**src/rtl/txr_pkg.sv**
```systemverilog
package txr_pkg;
  timeunit 1ns;
  timeprecision 1ps;

  localparam int unsigned WORD_W   = 32;
  localparam int unsigned LEN_W    = 16;
  // flag and status bit positions inside the descriptor words
  localparam int unsigned OWN_BIT  = 31;
  localparam int unsigned PAD_BIT  = 1;
  localparam int unsigned IEN_BIT  = 2;
  localparam int unsigned DONE_BIT = 16;
  // byte offsets of the four words inside one descriptor
  localparam logic [3:0] OFS_FLAGS = 4'd0;
  localparam logic [3:0] OFS_BUF   = 4'd4;
  localparam logic [3:0] OFS_STAT  = 4'd8;
  localparam logic [3:0] OFS_NEXT  = 4'd12;

  typedef enum logic [3:0] {
    ST_IDLE,
    ST_RD_FLAGS,
    ST_RD_BUF,
    ST_RD_STAT,
    ST_RD_NEXT,
    ST_SEND_GO,
    ST_SEND_WAIT,
    ST_WR_FLAGS,
    ST_WR_STAT
  } txr_state_e;
endpackage

```
**src/rtl/txr_pad.sv**
```systemverilog
module txr_pad #(
  parameter int unsigned LEN_W   = 16,
  parameter int unsigned MIN_LEN = 60
) (
  input  logic [LEN_W-1:0] raw_len,
  input  logic             pad_en,
  output logic [LEN_W-1:0] out_len
);
  timeunit 1ns;
  timeprecision 1ps;

  localparam logic [LEN_W-1:0] MIN_L = LEN_W'(MIN_LEN);

  logic short_frame;

  always_comb begin
    short_frame = raw_len < MIN_L;
    out_len     = (pad_en && short_frame) ? MIN_L : raw_len;
  end
endmodule

```
**src/rtl/txr_ptr.sv**
```systemverilog
module txr_ptr #(
  parameter int unsigned AW = 32
) (
  input  logic          clk,
  input  logic          rst_n,
  input  logic          tx_en,
  input  logic [AW-1:0] list_base,
  input  logic          halt_clr,
  input  logic          adv,
  input  logic [AW-1:0] adv_ptr,
  input  logic          buf_ld,
  input  logic [AW-1:0] buf_val,
  output logic [AW-1:0] cur_desc,
  output logic [AW-1:0] cur_buf,
  output logic          tx_halted
);
  timeunit 1ns;
  timeprecision 1ps;

  localparam logic [AW-1:0] ALIGN = ~AW'(3);

  logic          en_q;
  logic          en_rise, en_fall;
  logic [AW-1:0] desc_q, desc_d;
  logic [AW-1:0] bufa_q, bufa_d;
  logic          halt_q, halt_d;

  always_comb begin
    en_rise = tx_en & ~en_q;
    en_fall = en_q & ~tx_en;

    desc_d = desc_q;
    if (en_rise) begin
      desc_d = list_base & ALIGN;
    end else if (adv) begin
      desc_d = adv_ptr;
    end

    bufa_d = bufa_q;
    if (buf_ld) begin
      bufa_d = buf_val;
    end

    halt_d = halt_q;
    if (en_fall) begin
      halt_d = 1'b1;
    end else if (halt_clr) begin
      halt_d = 1'b0;
    end
  end

  always_ff @(posedge clk or negedge rst_n) begin
    if (!rst_n) begin
      en_q   <= 1'b0;
      desc_q <= '0;
      bufa_q <= '0;
      halt_q <= 1'b0;
    end else begin
      en_q   <= tx_en;
      desc_q <= desc_d;
      bufa_q <= bufa_d;
      halt_q <= halt_d;
    end
  end

  assign cur_desc  = desc_q;
  assign cur_buf   = bufa_q;
  assign tx_halted = halt_q;
endmodule

```
**src/rtl/txr_seq.sv**
```systemverilog
module txr_seq
  import txr_pkg::*;
#(
  parameter int unsigned AW      = 32,
  parameter int unsigned MIN_LEN = 60
) (
  input  logic              clk,
  input  logic              rst_n,
  input  logic              tx_en,
  input  logic              tx_demand,
  input  logic [AW-1:0]     cur_desc,
  output logic              mem_req,
  output logic              mem_we,
  output logic [AW-1:0]     mem_addr,
  output logic [WORD_W-1:0] mem_wdata,
  input  logic              mem_ack,
  input  logic              mem_err,
  input  logic [WORD_W-1:0] mem_rdata,
  output logic              snd_start,
  output logic [AW-1:0]     snd_addr,
  output logic [LEN_W-1:0]  snd_len,
  input  logic              snd_done,
  input  logic              snd_err,
  output logic              adv,
  output logic [AW-1:0]     adv_ptr,
  output logic              buf_ld,
  output logic [AW-1:0]     buf_val,
  output logic              busy,
  output logic              ev_complete,
  output logic              ev_unavail,
  output logic              ev_buserr
);
  timeunit 1ns;
  timeprecision 1ps;

  localparam logic [AW-1:0]     ALIGN    = ~AW'(3);
  localparam logic [WORD_W-1:0] OWN_MASK = WORD_W'(1) << OWN_BIT;
  localparam logic [WORD_W-1:0] LEN_MASK = WORD_W'({LEN_W{1'b1}});

  txr_state_e        state_q, state_d;
  logic [WORD_W-1:0] flags_q, flags_d;
  logic [WORD_W-1:0] stat_q,  stat_d;
  logic [AW-1:0]     bufa_q,  bufa_d;
  logic [AW-1:0]     next_q,  next_d;
  logic              evc_q, evc_d;
  logic              evu_q, evu_d;
  logic              evb_q, evb_d;
  logic [3:0]        ofs;
  logic              rd_ok, rd_bad;

  txr_pad #(
    .LEN_W   (LEN_W),
    .MIN_LEN (MIN_LEN)
  ) i_pad (
    .raw_len (stat_q[LEN_W-1:0]),
    .pad_en  (flags_q[PAD_BIT]),
    .out_len (snd_len)
  );

  // memory request decode
  always_comb begin
    mem_req = 1'b0;
    mem_we  = 1'b0;
    ofs     = OFS_FLAGS;
    mem_wdata = '0;
    unique case (state_q)
      ST_RD_FLAGS: begin mem_req = 1'b1; ofs = OFS_FLAGS; end
      ST_RD_BUF:   begin mem_req = 1'b1; ofs = OFS_BUF;   end
      ST_RD_STAT:  begin mem_req = 1'b1; ofs = OFS_STAT;  end
      ST_RD_NEXT:  begin mem_req = 1'b1; ofs = OFS_NEXT;  end
      ST_WR_FLAGS: begin
        mem_req = 1'b1; mem_we = 1'b1; ofs = OFS_FLAGS;
        mem_wdata = flags_q & ~OWN_MASK;
      end
      ST_WR_STAT: begin
        mem_req = 1'b1; mem_we = 1'b1; ofs = OFS_STAT;
        mem_wdata = stat_q;
      end
      default: ;
    endcase
    mem_addr = cur_desc + AW'(ofs);
  end

  // next-state logic
  always_comb begin
    state_d = state_q;
    flags_d = flags_q;
    stat_d  = stat_q;
    bufa_d  = bufa_q;
    next_d  = next_q;
    evc_d   = 1'b0;
    evu_d   = 1'b0;
    evb_d   = 1'b0;
    adv     = 1'b0;
    buf_ld  = 1'b0;
    rd_ok   = mem_ack & ~mem_err;
    rd_bad  = mem_ack &  mem_err;

    unique case (state_q)
      ST_IDLE: begin
        if (tx_demand) state_d = ST_RD_FLAGS;
      end
      ST_RD_FLAGS: begin
        if (rd_bad) begin
          evb_d = 1'b1; state_d = ST_IDLE;
        end else if (rd_ok) begin
          if (!mem_rdata[OWN_BIT]) begin
            evu_d = 1'b1; state_d = ST_IDLE;
          end else begin
            flags_d = mem_rdata; state_d = ST_RD_BUF;
          end
        end
      end
      ST_RD_BUF: begin
        if (rd_bad) begin
          evb_d = 1'b1; state_d = ST_IDLE;
        end else if (rd_ok) begin
          bufa_d  = mem_rdata[AW-1:0];
          buf_ld  = 1'b1;
          state_d = ST_RD_STAT;
        end
      end
      ST_RD_STAT: begin
        if (rd_bad) begin
          evb_d = 1'b1; state_d = ST_IDLE;
        end else if (rd_ok) begin
          stat_d  = mem_rdata & LEN_MASK;
          state_d = ST_RD_NEXT;
        end
      end
      ST_RD_NEXT: begin
        if (rd_bad) begin
          evb_d = 1'b1; state_d = ST_IDLE;
        end else if (rd_ok) begin
          next_d  = mem_rdata[AW-1:0] & ALIGN;
          state_d = ST_SEND_GO;
        end
      end
      ST_SEND_GO: begin
        state_d = ST_SEND_WAIT;
      end
      ST_SEND_WAIT: begin
        if (snd_done) begin
          if (snd_err) begin
            evb_d = 1'b1;
          end else begin
            stat_d[DONE_BIT] = 1'b1;
            evc_d = flags_q[IEN_BIT];
          end
          state_d = ST_WR_FLAGS;
        end
      end
      ST_WR_FLAGS: begin
        if (mem_ack) begin
          evb_d   = mem_err;
          state_d = ST_WR_STAT;
        end
      end
      ST_WR_STAT: begin
        if (mem_ack) begin
          evb_d   = mem_err;
          adv     = 1'b1;
          state_d = ST_RD_FLAGS;
        end
      end
      default: state_d = ST_IDLE;
    endcase

    if (!tx_en) begin
      state_d = ST_IDLE;
    end
  end

  always_ff @(posedge clk or negedge rst_n) begin
    if (!rst_n) begin
      state_q <= ST_IDLE;
      flags_q <= '0;
      stat_q  <= '0;
      bufa_q  <= '0;
      next_q  <= '0;
      evc_q   <= 1'b0;
      evu_q   <= 1'b0;
      evb_q   <= 1'b0;
    end else begin
      state_q <= state_d;
      flags_q <= flags_d;
      stat_q  <= stat_d;
      bufa_q  <= bufa_d;
      next_q  <= next_d;
      evc_q   <= evc_d;
      evu_q   <= evu_d;
      evb_q   <= evb_d;
    end
  end

  assign snd_start   = (state_q == ST_SEND_GO);
  assign snd_addr    = bufa_q;
  assign adv_ptr     = next_q;
  assign buf_val     = bufa_d;
  assign busy        = (state_q != ST_IDLE);
  assign ev_complete = evc_q;
  assign ev_unavail  = evu_q;
  assign ev_buserr   = evb_q;
endmodule

```
**src/rtl/tx_ring_walker.sv**
```systemverilog
module tx_ring_walker #(
  parameter int unsigned AW      = 32,
  parameter int unsigned MIN_LEN = 60
) (
  input  logic          clk,
  input  logic          rst_n,
  input  logic          tx_en,
  input  logic          tx_demand,
  input  logic [AW-1:0] list_base,
  input  logic          halt_clr,
  output logic          mem_req,
  output logic          mem_we,
  output logic [AW-1:0] mem_addr,
  output logic [31:0]   mem_wdata,
  input  logic          mem_ack,
  input  logic          mem_err,
  input  logic [31:0]   mem_rdata,
  output logic          snd_start,
  output logic [AW-1:0] snd_addr,
  output logic [15:0]   snd_len,
  input  logic          snd_done,
  input  logic          snd_err,
  output logic [AW-1:0] cur_desc,
  output logic [AW-1:0] cur_buf,
  output logic          busy,
  output logic          tx_halted,
  output logic          ev_complete,
  output logic          ev_unavail,
  output logic          ev_buserr
);
  timeunit 1ns;
  timeprecision 1ps;

  logic          adv, buf_ld;
  logic [AW-1:0] adv_ptr, buf_val;

  txr_ptr #(.AW(AW)) i_ptr (
    .clk       (clk),
    .rst_n     (rst_n),
    .tx_en     (tx_en),
    .list_base (list_base),
    .halt_clr  (halt_clr),
    .adv       (adv),
    .adv_ptr   (adv_ptr),
    .buf_ld    (buf_ld),
    .buf_val   (buf_val),
    .cur_desc  (cur_desc),
    .cur_buf   (cur_buf),
    .tx_halted (tx_halted)
  );

  txr_seq #(.AW(AW), .MIN_LEN(MIN_LEN)) i_seq (
    .clk         (clk),
    .rst_n       (rst_n),
    .tx_en       (tx_en),
    .tx_demand   (tx_demand),
    .cur_desc    (cur_desc),
    .mem_req     (mem_req),
    .mem_we      (mem_we),
    .mem_addr    (mem_addr),
    .mem_wdata   (mem_wdata),
    .mem_ack     (mem_ack),
    .mem_err     (mem_err),
    .mem_rdata   (mem_rdata),
    .snd_start   (snd_start),
    .snd_addr    (snd_addr),
    .snd_len     (snd_len),
    .snd_done    (snd_done),
    .snd_err     (snd_err),
    .adv         (adv),
    .adv_ptr     (adv_ptr),
    .buf_ld      (buf_ld),
    .buf_val     (buf_val),
    .busy        (busy),
    .ev_complete (ev_complete),
    .ev_unavail  (ev_unavail),
    .ev_buserr   (ev_buserr)
  );
endmodule

```
**config.mk**
```make
export PLATFORM = sky130hd
export DESIGN_NAME = tx_ring_walker
export DESIGN_NICKNAME = d
export VERILOG_FILES = /design/src/rtl/txr_pkg.sv /design/src/rtl/txr_pad.sv /design/src/rtl/txr_ptr.sv /design/src/rtl/txr_seq.sv /design/src/rtl/tx_ring_walker.sv
export SDC_FILE = /design/constraint.sdc
export NUM_CORES = 1
export LEC_CHECK = 0
export ABC_AREA = 1
export BUFFER_PORTS_ARGS = -buffer_cell sky130_fd_sc_hd__buf_2
export CORE_MARGIN = 2
export CORE_UTILIZATION = 35
export CTS_BUF_LIST = sky130_fd_sc_hd__clkbuf_2
export DETAILED_ROUTE_END_ITERATION = 12
export PLACE_DENSITY = 0.64
export SYNTH_ARGS = -nofsm -noshare
export SYNTH_HDL_FRONTEND = slang
export SYNTH_SLANG_ARGS = --single-unit
```
**constraint.sdc**
```tcl
create_clock -name clk -period 3.4 [get_ports clk]
set_input_delay 0.34 -clock clk [delete_from_list [all_inputs] [get_ports clk]]
set_output_delay 0.34 -clock clk [all_outputs]
set_load 0.01 [all_outputs]
```
Word-level counts from Yosys, hierarchy flattened
Index checks and enable logic that the tools add are counted.
{"block": "word_totals", "reg_bits": 183, "out_inout_bits": 184}
{"block": "op_classes", "n_addsub": 1, "order_cmp": 1, "eq_ne": 20, "n_mux": 49, "n_bitwise": 8, "reduce_logical": 15}
{"op": "$mux 32", "n": 5}
{"op": "$pmux 31 s2", "n": 1}
{"op": "$mux 4", "n": 13}
{"op": "$pmux 4 s9", "n": 1}
{"op": "$mux 17", "n": 2}
{"op": "$add 32x4->32", "n": 1}
{"op": "$mux 1", "n": 22}
{"op": "$eq 4x3->1 const B", "n": 4}
{"op": "$lt 16x6->1 const B", "n": 1}
{"op": "$mux 16", "n": 1}
{"op": "$ne 4x2->1 const B", "n": 4}
{"op": "$ne 3x3->1 const B", "n": 4}
{"op": "$pmux 4 s3", "n": 1}
{"op": "$eq 4x2->1 const B", "n": 2}
{"op": "$reduce_and 8->1", "n": 1}
{"op": "$ne 2x2->1 const B", "n": 3}
{"op": "$reduce_and 3->1", "n": 2}
{"op": "$reduce_bool 2->1", "n": 3}
{"op": "$reduce_or 6->1", "n": 1}
{"op": "$reduce_and 5->1", "n": 1}
{"op": "$and 1x1->1", "n": 4}
{"op": "$eq 4x1->1 const B", "n": 1}
{"op": "$eq 4x4->1 const B", "n": 1}
{"op": "$logic_not 4->1", "n": 1}
{"op": "10 further kinds", "n": 14}

Logic depth before layout (Yosys ltp)
{"block": "logic_depth", "depth_word": 6, "ltp_mapped": 16, "depth_no_buf": 16}

By module
From an unflattened synthesis, not the netlist that was laid out.
{"block": "unflattened", "hier_cells": 1167, "hier_area_um2": 9268.9}
{"module": "txr_seq", "n_inst": 1, "cells_per_inst": 721, "area_each_um2": 5953.2, "seq_area_each_um2": 2927.8}
{"module": "txr_ptr", "n_inst": 1, "cells_per_inst": 410, "area_each_um2": 3170.5, "seq_area_each_um2": 1651.6}
{"module": "txr_pad", "n_inst": 1, "cells_per_inst": 36, "area_each_um2": 145.1, "seq_area_each_um2": 0.0}

Worst setup path before layout
No wires, ideal clock.
{"block": "synth_path", "kind": "reg2out", "start": "reg i_seq.state_q[0]", "end": "out mem_addr[14]", "arrival_time_ps": 2405, "required_ps": 3060, "slack_ps": 655, "stages_incl_launch_ff": 13, "n_path_buf": 1, "path_cell_list": "dfrtp_1 > nor2_4 > nand2_2 > clkbuf_1 > nand2_1 > inv_1 > fa_1 > inv_1 > nand3_1 > nor2_2 > nand2_1 > nor2_4 > xor2_1"}
{"block": "synth_via", "elab_chain_len": 4, "word_cells_on_any_way": 7, "classes_between": "1 x add/sub; 4 x eq/ne; 1 x mux; 1 x reduce/logical"}
{"item": "start: declaration", "line": "txr_seq.sv:40", "source": "txr_state_e state_q, state_d;"}
{"item": "start signal: assignment", "line": "txr_seq.sv:185", "source": "state_q <= state_d;"}
{"item": "$eq 4x2->1 / $eq 4x4->1 (equally long branches)", "line": "txr_seq.sv:66", "source": "unique case (state_q)"}
{"item": "$reduce_or 2->1 (no line)"}
{"item": "$pmux 4 s3 (*)", "line": "txr_seq.sv:66"}
{"item": "$add 32x4->32 (*)", "line": "txr_seq.sv:81", "source": "mem_addr = cur_desc + AW'(ofs);"}
{"item": "end: declaration", "line": "tx_ring_walker.sv:13", "source": "output logic [AW-1:0] mem_addr,"}
Every way passes the cells marked *; elsewhere a longest branch is shown, timed or not.

Worst setup path in the final report
{"block": "layout_path", "start": "reg i_seq.state_q[0]", "end": "out mem_addr[8]"}
The elaborated chain is that of the path after synthesis.

==> metrics.md <==
| Metric | Value |
|---|---|
| Status | `complete, but fails checks` |
| Failing checks | `negative setup slack` |
| Worst min path class | `input port to register` |
| Yosys top cell area share | `53.0%` |
| Initial antenna violation count | `1` |
| Gr ovfl total | `0` |
| Core ar. | `approximately 24000 sq um` |
| IO Pins | `~260` |
| Met2 wire length | `12.1 mm` |
| Finished Cell Area | `around 11000 sq um` |
| Pwr Density | `approximately 640 nW/um^2` |
| Avg Cell Area, Syn | `approximately 8.0 sq um` |
| Most common cell after layout, fill and taps aside | `nand2_1` |
| Critical Path RT | `between 3000 and 4000 ps` |
| Final core utilization | `between 40% and 50%` |
| Seq/Total Area, Yosys | `between 50% and 60%` |
| Post-Route WL | `between 20 and 30 mm` |
| Pleak | `~6.2 nW` |
| Largest net degree at the start of global routing | `about 120` |
| Final WS setup | `-83.7 ps` |
| CTS clk-pin slew, worst paths | `between 200 and 300 ps` |
| Die H | `between 150 and 200 um` |
| Share of layout cells above drive strength 1 | `around a quarter` |
| Crit path DAT | `3140 ps` |
| Mapped cell area | `8540 sq um` |
| Ys Warns | `0` |
| Die Width | `~160 um` |
| DR iter-0 viols | `approximately 620` |
| Actual slew at the worst max-slew pin | `about 1000 ps` |
| Final setup violation count | `6` |
| Synth top area cells | `dfrtp_1 (53%), nand2_1 (16%), inv_1 (6.0%)` |
| M1 WL | `approximately 12 mm` |
| Worst IR Drop VDD | `between 0.3 and 0.4 mV` |
| CTS Root Cell | `clkbuf_2` |
| Avg Vias per Cell | `4.68` |
| Setup Skew | `roughly 46 ps` |
| Initial cell density of the core | `between 30% and 40%` |
| Post-synth top area cell | `dfrtp_1` |
| Area of the multi-input gates | `3340 sq um` |
| Dpl hpwl | `roughly 19 mm` |
| Max Used Layer | `met4` |
| Area of the die | `between 20000 and 30000 sq um` |
| Critical Path Start Type | `register` |
| Register Area | `between 4000 and 5000 sq um` |
| Metal3 WL | `1.67 mm` |
| Nets | `around 1500` |
| All-Layer GR Usage | `a little over a fifth` |
| Final setup TNS | `-346 ps` |
| RSZ-0062 raised after global routing | `yes` |
| Port Buffers | `about 250` |
| Final Hold Fails | `0` |
| Critical path class | `register to output pin` |
| Slew Limit Fails | `0` |
| Avg WL per Cell | `15.6 um` |
| Top achievable clock speed | `between 200 and 300 MHz` |
| Post-DRT Antenna Nets | `0` |
| Slew Limit Headroom | `30.1%` |
| Clk sink count | `between 150 and 200` |
| Clk Latency, worst-skew pair | `~770 ps` |
| Setup crit end kind | `output pin` |
| Vias in the first global route | `approximately 7900` |
| Row Count | `57` |
| # fillers | `2446` |
| Drt pass-1 iters | `6` |
| Distinct cells, synth | `37` |
| Most frequent cells in the layout | `nand2_1 (361), buf_2 (247), dfrtp_1 (177)` |
| CTS buffer count | `17` |
| Number of max-cap violations | `0` |
| Number of instances in the placed design | `1602` |
| Post-Synthesis Cells | `1070` |
| DRC violations left | `0` |
| H-tree lvl count | `4` |
| GPL Wtd Cong | `0.909` |
| Min Tclk post-route | `approximately 3500 ps` |
| DP Area | `between 10000 and 15000 sq um` |
| Vias | `8090` |
| Final period util | `102%` |
| Number of synthesized register bits | `between 150 and 200` |
| CP Max Fanout | `4` |
| Deepest clock path buffer count | `2` |
| Non-filler cells, final | `~1700` |
| First-pass GRT wire length | `42.5 mm` |
| CTS tree | `done` |
| Area growth syn-to-layout | `32.9%` |
## power by group
part	switching, W	internal (W)	leakage, nW	total (W)
Clock	0.000877	0.000321	0.161	0.00120
Sequential	0.000529	0.00292	2.36	0.00345
Combinational	0.00151	0.00107	3.68	0.00258
Total	0.00292	0.00432	6.20	0.00723
## state kept, by name (all words and copies together) (netlist names)
signal and flops:
i_ptr.cur_buf 32, i_seq.snd_addr 32, i_seq.flags_q 31, i_ptr.cur_desc 30, i_seq.adv_ptr 30, i_seq.stat_q 17, i_seq.state_q 4, i_ptr.en_q 1
i_ptr.tx_halted 1, i_seq.ev_buserr 1, i_seq.ev_complete 1, i_seq.ev_unavail 1
## kinds of logic (layout without fill, tap and decap cells)
| kind of cell | count (synthesis) | after routing | synth area share (%) |
|---|---|---|---|
| other cells | 1 | 6 | 0.0439 |
| simple gates | 487 | 487 | 23.0 |
| flops | 181 | 181 | 53.0 |
| fa+ha+maj | 3 | 3 | 0.527 |
| xor+xnor | 15 | 15 | 1.54 |
| compound gates | 183 | 183 | 12.1 |
| buf+inv | 200 | 531 | 9.78 |
## worst paths after layout
| path | depth (start not counted) | end | slack [ps] | startpoint |
|---|---|---|---|---|
| max in group asynchronous | 3 | i_ptr.cur_buf[25] | 2260 | rst_n |
| worst min-delay path | 7 | i_seq.state_q[0] | 130 | tx_demand |
| worst max register to register | 7 | i_seq.flags_q[11] | 980 | i_seq.state_q[0] |
| worst max-delay path | 16 | mem_addr[8] | -80 | i_seq.state_q[0] |
| worst min register to register | 2 | i_seq.snd_addr[21] | 500 | i_seq.snd_addr[21] |
| min in group asynchronous | 2 | i_seq.snd_addr[1] | 170 | rst_n |
## synth_stat cells, drive strengths merged
master / number
o31ai: 1
fa: 1
clkbuf: 17
nor2: 67
ha: 2
xnor2: 1
o21a: 3
o22ai: 3
nand4: 8
a41oi: 1
xor2: 14
a21oi: 6
a22o: 4
o211ai: 27
a32o: 1
dfrtp: 181
buf: 38
inv: 145
nand3b: 1
o21ai: 135
nor3: 12
a21boi: 2
conb: 1
nor4: 2
nand3: 23
nand2: 374
## per-stage QoR
step	hold WS [ps]	setup slack [ps]	power [W]
after floorplan	44.4	655	0.00482
after global placement	452	299	0.00585
after detailed placement	453	257	0.00592
after CTS	36.5	-146	0.00726
after global routing	109	-251	0.00781
final	127	-83.7	0.00723
## layer usage
layer | vias up | GRT usage (%)
met1 | 3787 | 29.1
met2 | 281 | 32.6
met5 | - | 0
met3 | 42 | 4.88
li1 | 3980 | -
met4 | 0 | 6.72
## critical path, cell delays in order (launching register included)
cell and delay [ps]:
dfrtp_2 510, buf_6 130, nor2_4 90, nand2_2 70, nand2_2 80, ha_4 130
inv_2 40, fa_2 370, inv_2 90, nand3_4 80, nor2_4 150, buf_4 120
buf_4 90, buf_4 90, buf_4 90, xor2_1 120, buf_2 140
## timing repair
item	CTS	global route
gates cloned	0	0
hold buffers	72	0
buffers inserted	19	4
gates resized for setup	29	18
pin swaps	12	8
setup endpoints to repair	23	22
hold endpoints to repair	299	0
## area by class of cell
cell class,count,area share [%]
multi-input cells,693,29.4
repair buffers,354,19.8
clock buffers,17,0.749
well taps,324,3.57
flip-flops and latches,181,39.9
inverters,145,4.84
clock inverters,15,1.62
diodes,1,0.0220
Note: power is estimated with default switching activity, not from simulation.
